**config.mk**
```make
export PLATFORM = sky130hd
export DESIGN_NAME = chanBlockGen
export DESIGN_NICKNAME = d
export VERILOG_FILES = /design/src/rtl/chanBlkPkg.sv /design/src/rtl/chanBlkCtrl.sv /design/src/rtl/chanBlkData.sv /design/src/rtl/chanBlockGen.sv
export SDC_FILE = /design/constraint.sdc
export NUM_CORES = 1
export LEC_CHECK = 0
export ABC_AREA = 1
export CAP_MARGIN = 0
export CORE_MARGIN = 2
export CORE_UTILIZATION = 45
export DETAILED_ROUTE_END_ITERATION = 8
export GPL_ROUTABILITY_DRIVEN = 0
export GPL_TIMING_DRIVEN = 1
export SYNTH_ARGS = -nofsm -noshare
export SYNTH_HDL_FRONTEND = slang
export SYNTH_SLANG_ARGS = --single-unit
```
**constraint.sdc**
```tcl
create_clock -name clk -period 3.85 [get_ports clk]
set_clock_uncertainty 0.05 [all_clocks]
set_input_delay 0.385 -clock clk [delete_from_list [all_inputs] [get_ports clk]]
set_output_delay 0.385 -clock clk [all_outputs]
set_load 0.005 [all_outputs]
```
**src/rtl/chanBlkPkg.sv**
```systemverilog
package chanBlkPkg;
  localparam int CH_COUNT  = 24;
  localparam int CH_BITS   = 8;
  localparam int FRAME_LEN = CH_COUNT * CH_BITS + 1;
  localparam int POS_W     = $clog2(FRAME_LEN);
  localparam int IDX_W     = $clog2(CH_COUNT);
  localparam int REG_W     = 8;
  localparam int REG_N     = CH_COUNT / REG_W;
  localparam int DIR_N     = 2;

  // strobes from a slot counter to the datapath
  typedef struct packed {
    logic             tick;      // a bit edge happens this cycle
    logic             framing;   // that edge enters the framing bit
    logic             chanStart; // that edge enters a channel's first bit
    logic [IDX_W-1:0] chanIdx;   // zero-based channel entered
  } slotStrobe_t;
endpackage

```
**src/rtl/chanBlkCtrl.sv**
```systemverilog
module chanBlkCtrl
  import chanBlkPkg::*;
(
  input  logic        clk,
  input  logic        rstN,
  input  logic        bitEn,
  input  logic        sync,
  output slotStrobe_t st
);
  logic [POS_W-1:0] bitPos;
  logic [POS_W-1:0] nextPos;
  logic [POS_W-1:0] dataOff;

  always_comb begin
    if (sync) begin
      nextPos = '0;
    end else if (bitPos == POS_W'(FRAME_LEN - 1)) begin
      nextPos = '0;
    end else begin
      nextPos = bitPos + POS_W'(1);
    end
    dataOff = nextPos - POS_W'(1);
  end

  always_comb begin
    st.tick      = bitEn;
    st.framing   = (nextPos == '0);
    st.chanStart = (nextPos != '0) && ((dataOff % POS_W'(CH_BITS)) == '0);
    st.chanIdx   = IDX_W'(dataOff / POS_W'(CH_BITS));
  end

  always_ff @(posedge clk or negedge rstN) begin
    if (!rstN) begin
      bitPos <= '0;
    end else if (bitEn) begin
      bitPos <= nextPos;
    end
  end
endmodule

```
**src/rtl/chanBlkData.sv**
```systemverilog
module chanBlkData
  import chanBlkPkg::*;
#(
  parameter int ADDR_W  = 8,
  parameter int RX_BASE = 'h6C,
  parameter int TX_BASE = 'h6F
) (
  input  logic              clk,
  input  logic              rstN,
  input  logic              wrEn,
  input  logic [ADDR_W-1:0] wrAddr,
  input  logic [REG_W-1:0]  wrData,
  input  slotStrobe_t       rxSt,
  input  slotStrobe_t       txSt,
  output logic              rxBlk,
  output logic              txBlk
);
  logic [CH_COUNT-1:0] chanMap [DIR_N];
  slotStrobe_t         dirSt   [DIR_N];
  logic                blkQ    [DIR_N];

  assign dirSt[0] = rxSt;
  assign dirSt[1] = txSt;

  for (genvar d = 0; d < DIR_N; d++) begin : g_dir
    localparam int BASE = (d == 0) ? RX_BASE : TX_BASE;

    for (genvar g = 0; g < REG_N; g++) begin : g_reg
      always_ff @(posedge clk or negedge rstN) begin
        if (!rstN) begin
          chanMap[d][g*REG_W +: REG_W] <= '0;
        end else if (wrEn && (wrAddr == ADDR_W'(BASE + g))) begin
          chanMap[d][g*REG_W +: REG_W] <= wrData;
        end
      end
    end

    always_ff @(posedge clk or negedge rstN) begin
      if (!rstN) begin
        blkQ[d] <= 1'b0;
      end else if (dirSt[d].tick) begin
        if (dirSt[d].framing) begin
          blkQ[d] <= 1'b0;
        end else if (dirSt[d].chanStart) begin
          blkQ[d] <= chanMap[d][dirSt[d].chanIdx];
        end
      end
    end
  end

  assign rxBlk = blkQ[0];
  assign txBlk = blkQ[1];
endmodule

```
**src/rtl/chanBlockGen.sv**
```systemverilog
module chanBlockGen
  import chanBlkPkg::*;
#(
  parameter int ADDR_W  = 8,
  parameter int RX_BASE = 'h6C,
  parameter int TX_BASE = 'h6F
) (
  input  logic              clk,
  input  logic              rstN,
  input  logic              wrEn,
  input  logic [ADDR_W-1:0] wrAddr,
  input  logic [7:0]        wrData,
  input  logic              rxBitEn,
  input  logic              rxSync,
  input  logic              txBitEn,
  input  logic              txSync,
  output logic              rxBlk,
  output logic              txBlk
);
  slotStrobe_t rxSt;
  slotStrobe_t txSt;

  chanBlkCtrl u_rxCtrl (
    .clk   (clk),
    .rstN  (rstN),
    .bitEn (rxBitEn),
    .sync  (rxSync),
    .st    (rxSt)
  );

  chanBlkCtrl u_txCtrl (
    .clk   (clk),
    .rstN  (rstN),
    .bitEn (txBitEn),
    .sync  (txSync),
    .st    (txSt)
  );

  chanBlkData #(
    .ADDR_W  (ADDR_W),
    .RX_BASE (RX_BASE),
    .TX_BASE (TX_BASE)
  ) u_data (
    .clk    (clk),
    .rstN   (rstN),
    .wrEn   (wrEn),
    .wrAddr (wrAddr),
    .wrData (wrData),
    .rxSt   (rxSt),
    .txSt   (txSt),
    .rxBlk  (rxBlk),
    .txBlk  (txBlk)
  );
endmodule

```
==> metrics.sh, run 1 <==
TNS_NS=0
AREA_ADDED_BETWEEN_SYNTHESIS_AND_FINISH_PCT=14.7
POST_CTS.RESIZED_INSTANCES=0
CTS_SETUP_BUFFERS=0
POST-SYNTH-TOP-AREA-CELL='sky130_fd_sc_hd__dfrtp_1'
TIMING.REG2REG.SETUP_SLACK_NS=1.53
BOUNDARYPINS=25
FINALMAXSLEWVIOLATIONS=0
ANT_NETS=0
R2R.WORST_PATH.CELLS=17
DRT_PRE_ANTENNA_ITERS=4
RR_STARTPOINT='u_txCtrl.bitPos[0]'
POSTSYNTHAREAPERCELL_UM2=7.31
WORST_SKEW_PAIR.LATE_LATENCY_NS=0.34
YS_FF_LATCH=66
INITIALDRTVIOLATIONCOUNT=200
P_LEAK_nW=2.02
H-TREE-DEPTH=3
ACHIEVABLE_CLOCK_FREQUENCY_GHz=0.432
SYNTH_TOP_CELLS_BY_COUNT='156 x sky130_fd_sc_hd__nand2_1, 69 x sky130_fd_sc_hd__o21ai_0, 68 x sky130_fd_sc_hd__nand3_1'
FIN_AREA_UM2=4280
LARGEST_NET_DEGREE_AT_THE_START_OF_GLOBAL_ROUTING=47
LAYER_CARRYING_THE_MOST_GLOBAL_ROUTE_USAGE='met2'
STARTPOINT_TYPE='register'
ARRIVAL_NS=2.50
LEADING_CELL_TYPES_BY_TOTAL_AREA_AFTER_SYNTHESIS='sky130_fd_sc_hd__dfrtp_1 44%, sky130_fd_sc_hd__nand2_1 16%, sky130_fd_sc_hd__o21ai_0 9.3%, sky130_fd_sc_hd__nand3_1 9.1%, sky130_fd_sc_hd__inv_1 5.8%'
STATUS='finished, final reports clean'
HPWL_UM=6170
SYNTH.NET_COUNT=537
RSZ_0062_RAISED_AFTER_GLOBAL_ROUTING='false'
SETUP-VIOLATIONS-FINAL=0
TRITONCTS_NUM_SINKS=66
CPMOSTUSEDCELL='sky130_fd_sc_hd__nand2_1'
CRITICAL-PATH-TOP-DELAY-FAMILY='simple AND/OR/NAND/NOR gates'
GLOBALROUTEMET2UTIL_PCT=31.6
FIRST_GLOBAL_VIAS=3148
TIMING.CRITICAL_PATH.FANOUT_MAX=6
SYNTH_MOST_COMMON_CELL='sky130_fd_sc_hd__nand2_1'
CP_SLOWEST_STAGE_DELAY_NS=0.43
NNETSFINAL=563
VDD_IR_DROP_MAX_uV=194
INITIAL_STANDARD_CELL_UTILIZATION_OF_THE_CORE_PCT=45.8
GLOBALROUTETOTALUTIL_PCT=20.6
IO_BUFFER_COUNT=24
CTS_HOLD_REPAIR.BUFFERS=0
PLACE.DETAILED.INSTANCES=630
SYNTH_ENABLE_FLOP_CELLS=0
FINAL_PERIOD_UTIL_PCT=60.2
YOSYSTOPAREACELLSHARE_PCT=44.3
CLK_ROOT_BUFFER_CELL='sky130_fd_sc_hd__clkbuf_8'
MAXCAPVIOLCOUNT=0
NUM_VIAS=3245
DRIVE_GT1_SHARE_PCT=9.61
TRITONCTS_CLOCK_TREE='built'
RR_ENDPOINT='u_data.txBlk'
HOLD_VIOL_FINAL=0
POSTLAYOUTCOREUTIL_PCT=52.6
RESIDUAL_OVERFLOW_FROM_GLOBAL_ROUTING=0
POWER_DENSITY_nW_PER_UM2=416
SYN_INST=510
CORE.ROWCOUNT=33
CP.REQUIRED_NS=4.03
SYN-CELL-AREA_UM2=3730
WORST_SLEW_PIN_SLEW_NS=1.04
CTS.REPORTEDPATHS.CLKPINSLEW_NS=0.08
POSTSYNTH.ASYNCRESETSHARE_PCT=100
TOTAL_ROUTED_LENGTH_UM=8340
CRITICAL_PATH.SLOWEST_CELL='sky130_fd_sc_hd__dfrtp_1'
MIN_PATH_TYPE='input port to async pin'
DESIGN_POWER_mW=1.78
ENDPOINT_KIND='register'
PLACED_CELL_AREA_UM2=4050
DRC_ERRORS=0
NUMBER_OF_ANTENNA_DIODES=0
DETAIL_ROUTE.WL_PER_CELL_UM=12.9
FINAL-INSTANCE-COUNT-EXCL-FILL=646
DIE_Y_UM=95.0
GLOBAL_ROUTE.USAGE.MET3_PCT=2.53
MET1_LAYER_USAGE_REPORTED_BY_GLOBAL_ROUTE_PCT=30.4
TIMING.FINAL.CRIT_PERIOD_NS=2.32
YOSYSWARNINGS=0
YOSYS.CELL_TYPES.COUNT=29
SYNTH-MAIN-FF-CELL='sky130_fd_sc_hd__dfrtp_1'
FIRST_PASS_GRT_WIRE_LENGTH_UM=14700
CP_NUM_BUF_INV=2
SEQUENTIAL_SHARE_OF_THE_SYNTHESIZED_AREA_PCT=44.3
DIE_W_UM=95.0
CORE_AREA_UM2=8130
ANTENNA_VIOLATIONS_BEFORE_REPAIR=0
MAXSLEWHEADROOM_PCT=30.8
CP_CELL_SEQUENCE='inv_1, ha_1, inv_1, nor2_1, nand3_1, nand2_1, nand2_1, nor2_1, nand2_1, nand2_1, nand3_1, nand3_1, nand2_1, nand2_1, nand3_1, nand2_1, nand2_1'
CTS-BUFFERS-INSERTED=9
DRT-VIAS-PER-INSTANCE=5.02
CRIT_TYPE='register to register'
CLOCK_TREE.BUFFER_DEPTH=2
DIEAREA_UM2=9030
-- stage by stage --
stage                     setup WS, ns  hold slack, ns
final                             1.53           0.184
after global routing              1.19           0.267
after CTS                         1.54           0.216
after detailed placement          1.40           0.424
after global placement            1.40           0.418
after floorplan                   1.84          0.0394
-- worst register-to-register path: stages, from the launching register on --
cell and delay (ns):
sky130_fd_sc_hd__dfrtp_1 0.43, sky130_fd_sc_hd__inv_1 0.13, sky130_fd_sc_hd__ha_1 0.18, sky130_fd_sc_hd__inv_1 0.04
sky130_fd_sc_hd__nor2_1 0.09, sky130_fd_sc_hd__nand3_1 0.13, sky130_fd_sc_hd__nand2_1 0.14, sky130_fd_sc_hd__nand2_1 0.06
sky130_fd_sc_hd__nor2_1 0.19, sky130_fd_sc_hd__nand2_1 0.07, sky130_fd_sc_hd__nand2_1 0.19, sky130_fd_sc_hd__nand3_1 0.12
sky130_fd_sc_hd__nand3_1 0.10, sky130_fd_sc_hd__nand2_1 0.06, sky130_fd_sc_hd__nand2_1 0.05, sky130_fd_sc_hd__nand3_1 0.06
sky130_fd_sc_hd__nand2_1 0.06, sky130_fd_sc_hd__nand2_1 0.04
-- kinds of logic after synthesis --
kind of cell | count (synthesis) | share of synthesized area [%]
fa+ha+maj | 4 | 1.34
buf+inv | 73 | 7.75
xor+xnor | 1 | 0.235
compound gates | 77 | 10.5
flops | 66 | 44.3
simple gates | 289 | 35.8
-- how the worst max path moves through the flow --
stage	startpoint	endpoint	slack, ns	depth (start not counted)
final	u_txCtrl.bitPos[0]	u_data.txBlk	1.53	17
after global routing	u_txCtrl.bitPos[0]	u_data.txBlk	1.19	17
after CTS	u_txCtrl.bitPos[0]	u_data.txBlk	1.54	17
after detailed placement	rxSync	u_data.rxBlk	1.40	16
after global placement	rxSync	u_data.rxBlk	1.40	16
after floorplan	u_rxCtrl.bitPos[0]	u_data.rxBlk	1.84	16
-- report_power, final --
group          internal (mW)  switching (mW)
Sequential             0.732          0.0278
Combinational          0.135           0.223
Clock                  0.383           0.278
-- metal layers --
metal  wire (µm)  vias to the layer above
li1            -                     1703
met3         241                       10
met1        4180                     1484
met4         112                        0
met5           0                        -
met2        3800                       48
-- registers in the layout, indices dropped and copies added, names as in the netlist --
register	flops
u_data.chanMap	48
u_data.rxBlk	1
u_data.txBlk	1
u_rxCtrl.bitPos	8
u_txCtrl.bitPos	8
-- cell type report --
class | count | area, µm²
clock buffers | 10 | 138
clock inverters | 6 | 88.8
fillers | 794 | 3860
inverters | 63 | 236
multi-input cells | 371 | 1790
flip-flops and latches | 66 | 1650
well taps | 105 | 131
repair buffers | 25 | 243
-- layout by cell type (no fill, tap or decap), types with 2 or more instances in the layout --
master,n
sky130_fd_sc_hd__nand2_1,156
sky130_fd_sc_hd__o21ai_0,69
sky130_fd_sc_hd__nand3_1,68
sky130_fd_sc_hd__dfrtp_1,66
sky130_fd_sc_hd__inv_1,58
sky130_fd_sc_hd__nor2_1,23
sky130_fd_sc_hd__clkdlybuf4s50_1,23
sky130_fd_sc_hd__clkbuf_8,10
sky130_fd_sc_hd__nand2_2,9
sky130_fd_sc_hd__nand4_1,6
sky130_fd_sc_hd__inv_2,5
sky130_fd_sc_hd__nor2_4,4
sky130_fd_sc_hd__nand3_2,4
sky130_fd_sc_hd__nor2_2,4
sky130_fd_sc_hd__nor3_1,4
sky130_fd_sc_hd__a21oi_1,4
sky130_fd_sc_hd__ha_1,4
sky130_fd_sc_hd__nor3_2,3
sky130_fd_sc_hd__nand3b_1,2
sky130_fd_sc_hd__nor4_1,2
sky130_fd_sc_hd__o21ai_1,2
sky130_fd_sc_hd__bufinv_16,2
sky130_fd_sc_hd__clkinvlp_4,2
Note: power is estimated with default switching activity, not from simulation.
==> run 2: changes to the inputs <==
Settings changed: PLACE_DENSITY from default to 0.66.
Clock period 3.85 ns to 1.9 ns, I/O delays scaled along.
==> metrics.sh, run 2 (synthesized netlist as in run 1, its figures left out) <==
STARTPOINT='u_txCtrl.bitPos[1]'
TIMING.REG2REG.SETUP_SLACK_NS=-0.29  # -1.82 ns
AREA_ADDED_BETWEEN_SYNTHESIS_AND_FINISH_PCT=35.0
CTS.REPORTEDPATHS.CLKPINSLEW_NS=0.08  # about the same
INITIALDRTVIOLATIONCOUNT=213  # +6.5%
CORE.ROWCOUNT=33  # unchanged
STARTPOINT_TYPE='register'
FINALMAXSLEWVIOLATIONS=0  # unchanged
ENDPOINT_KIND='register'
DIE_W_UM=95.0  # unchanged
R2R.WORST_PATH.CELLS=12  # -5
RR_ENDPOINT='u_data.txBlk'
CTS-BUFFERS-INSERTED=9  # unchanged
TIMING.CRITICAL_PATH.FANOUT_MAX=4  # -2
ACHIEVABLE_CLOCK_FREQUENCY_GHz=0.458  # +6.0%
WORSTSETUPENDPOINT='u_data.txBlk'
H-TREE-DEPTH=3  # unchanged
INITIAL_STANDARD_CELL_UTILIZATION_OF_THE_CORE_PCT=45.8  # unchanged
DRT_PRE_ANTENNA_ITERS=5  # +1
STATUS='complete, but fails checks'
SETUP-VIOLATIONS-FINAL=2  # +2
VDD_IR_DROP_MAX_uV=386  # +99%
NUM_VIAS=3612  # +11%
LARGEST_NET_DEGREE_AT_THE_START_OF_GLOBAL_ROUTING=67  # +43%
MAXSLEWHEADROOM_PCT=71.9  # +41 points
MOSTFREQUENTLAYOUTCELLS='143 x sky130_fd_sc_hd__nand2_1, 67 x sky130_fd_sc_hd__o21ai_0, 65 x sky130_fd_sc_hd__dfrtp_1'
DRIVE_GT1_SHARE_PCT=26.8  # +17 points
TOTAL_ROUTED_LENGTH_UM=9500  # +14%
CLK_ROOT_BUFFER_CELL='sky130_fd_sc_hd__clkbuf_8'
WORST_SLACK_NS=-0.285  # -1.82 ns
FIRST_PASS_GRT_WIRE_LENGTH_UM=15200  # +4.0%
FINAL_PERIOD_UTIL_PCT=115  # +55 points
CORE_AREA_UM2=8130  # unchanged
GLOBALROUTETOTALUTIL_PCT=21.6  # +0.95 points
WORST_SLEW_PIN_SLEW_NS=0.421  # -0.617 ns
RESIDUAL_OVERFLOW_FROM_GLOBAL_ROUTING=0  # unchanged
LARGEST_REGISTER_FF_COUNT=48  # unchanged
LARGEST_REGISTERS_IN_THE_FINAL_LAYOUT='u_data.chanMap (48), u_rxCtrl.bitPos (8), u_txCtrl.bitPos (8)'
VIOLATIONS='negative setup slack'
CP.REQUIRED_NS=2.11  # -1.92 ns
P_LEAK_nW=2.32  # +15%
DESIGN_POWER_mW=3.94  # +120%
FIRST_GLOBAL_VIAS=3296  # +4.7%
HPWL_UM=6260  # +1.5%
POWER_DENSITY_nW_PER_UM2=783  # +88%
NUMBER_OF_ANTENNA_DIODES=0  # unchanged
DIEAREA_UM2=9030  # unchanged
TRITONCTS_NUM_SINKS=66  # unchanged
RR_STARTPOINT='u_txCtrl.bitPos[1]'
TRITONCTS_CLOCK_TREE='built'
DRC_ERRORS=0  # unchanged
REGISTER_NAME_WITH_THE_MOST_FLOPS='u_data.chanMap'
MAXCAPVIOLCOUNT=0  # unchanged
DIE_Y_UM=95.0  # unchanged
RSZ_0062_RAISED_AFTER_GLOBAL_ROUTING='true'
WORST_SKEW_PAIR.LATE_LATENCY_NS=0.36  # +0.02 ns
MIN_PATH_TYPE='input port to async pin'
BOUNDARYPINS=25  # unchanged
ANT_NETS=0  # unchanged
HOLD_VIOL_FINAL=0  # unchanged
IO_BUFFER_COUNT=24  # unchanged
DETAIL_ROUTE.WL_PER_CELL_UM=13.6  # +5.4%
DETAILEDPLACE.WORSTSLACK_NS=-0.298  # -1.70 ns
ARRIVAL_NS=2.39  # -0.11 ns
MOSTFREQUENTLAYOUTCELL='sky130_fd_sc_hd__nand2_1'
CRIT_TYPE='register to register'
NNETSFINAL=615  # +9.2%
CLOCK_TREE.BUFFER_DEPTH=2  # unchanged
DRT-VIAS-PER-INSTANCE=5.17  # +3.0%
ANTENNA_VIOLATIONS_BEFORE_REPAIR=0  # unchanged
TIMING.FINAL.CRIT_PERIOD_NS=2.19  # -0.131 ns
-- run 2: metrics by stage --
stage	util, %	cells	area, µm²	hold WS [ns]	setup TNS, ns
3_5_place_dp	54.4	669	4420	0.190	-0.561
5_1_grt	61.9	698	5030	0.370	-0.881
4_1_cts	59.0	690	4800	0.339	-0.392
6_report	61.9	698	5030	0.324	-0.510
3_3_place_gp	54.4	669	4420	0.185	-0.449
2_1_floorplan	-	510	3780	-0.156	-0.0810
-- run 2: metal layers --
layer | GRT usage (%) | vias to the layer above | routed length, µm
li1 | - | 1814 | -
met1 | 28.3 | 1685 | 4310
met2 | 35.6 | 93 | 4610
met3 | 4.74 | 20 | 396
met4 | 7.13 | 0 | 191
met5 | 0 | - | 0
-- run 2: worst min path at each step --
| stage | to | slack, ns | cells past startpoint | from |
|---|---|---|---|---|
| after floorplan | u_data.chanMap[0] | -0.16 | 0 | rstN |
| after global placement | u_txCtrl.bitPos[3] | 0.19 | 2 | rstN |
| after detailed placement | u_txCtrl.bitPos[3] | 0.19 | 2 | rstN |
| after CTS | u_txCtrl.bitPos[3] | 0.34 | 3 | rstN |
| after global routing | u_txCtrl.bitPos[2] | 0.37 | 3 | rstN |
| final | u_txCtrl.bitPos[0] | 0.32 | 3 | rstN |
-- run 2: power by group --
group          internal [mW]  switching (mW)
logic                  0.441           0.584
clock network          0.777           0.590
registers               1.48          0.0629
-- run 2: timing repair --
action | 4_1_cts | 5_1_grt
endpoints found under the hold margin | 66 | 0
hold buffers | 1 | 0
pin swaps | 30 | 37
resized for setup | 26 | 43
buffers inserted | 4 | 8
gates cloned | 0 | 1
endpoints found under the setup margin | 2 | 2
-- run 2: worst max-delay path, stage by stage, from the launching register on --
cell and delay (ns):
sky130_fd_sc_hd__dfrtp_1 0.42, sky130_fd_sc_hd__ha_2 0.22, sky130_fd_sc_hd__nand2_1 0.07, sky130_fd_sc_hd__o21ai_0 0.23, sky130_fd_sc_hd__nand3_2 0.19, sky130_fd_sc_hd__buf_4 0.20
sky130_fd_sc_hd__nand2_4 0.09, sky130_fd_sc_hd__xor2_2 0.19, sky130_fd_sc_hd__nand3_1 0.15, sky130_fd_sc_hd__nand3_2 0.11, sky130_fd_sc_hd__a21oi_2 0.05, sky130_fd_sc_hd__nand2_1 0.06
sky130_fd_sc_hd__nand2_1 0.04
-- run 2: final cells by class --
class                           instances  area (µm²)
Fill cell                             715        3100
Timing Repair Buffer                   76         664
Tap cell                              105         131
Multi-Input combinational cell        372        2120
Inverter                               63         236
Clock buffer                           10         138
Sequential cell                        66        1650
Clock inverter                          6        90.1
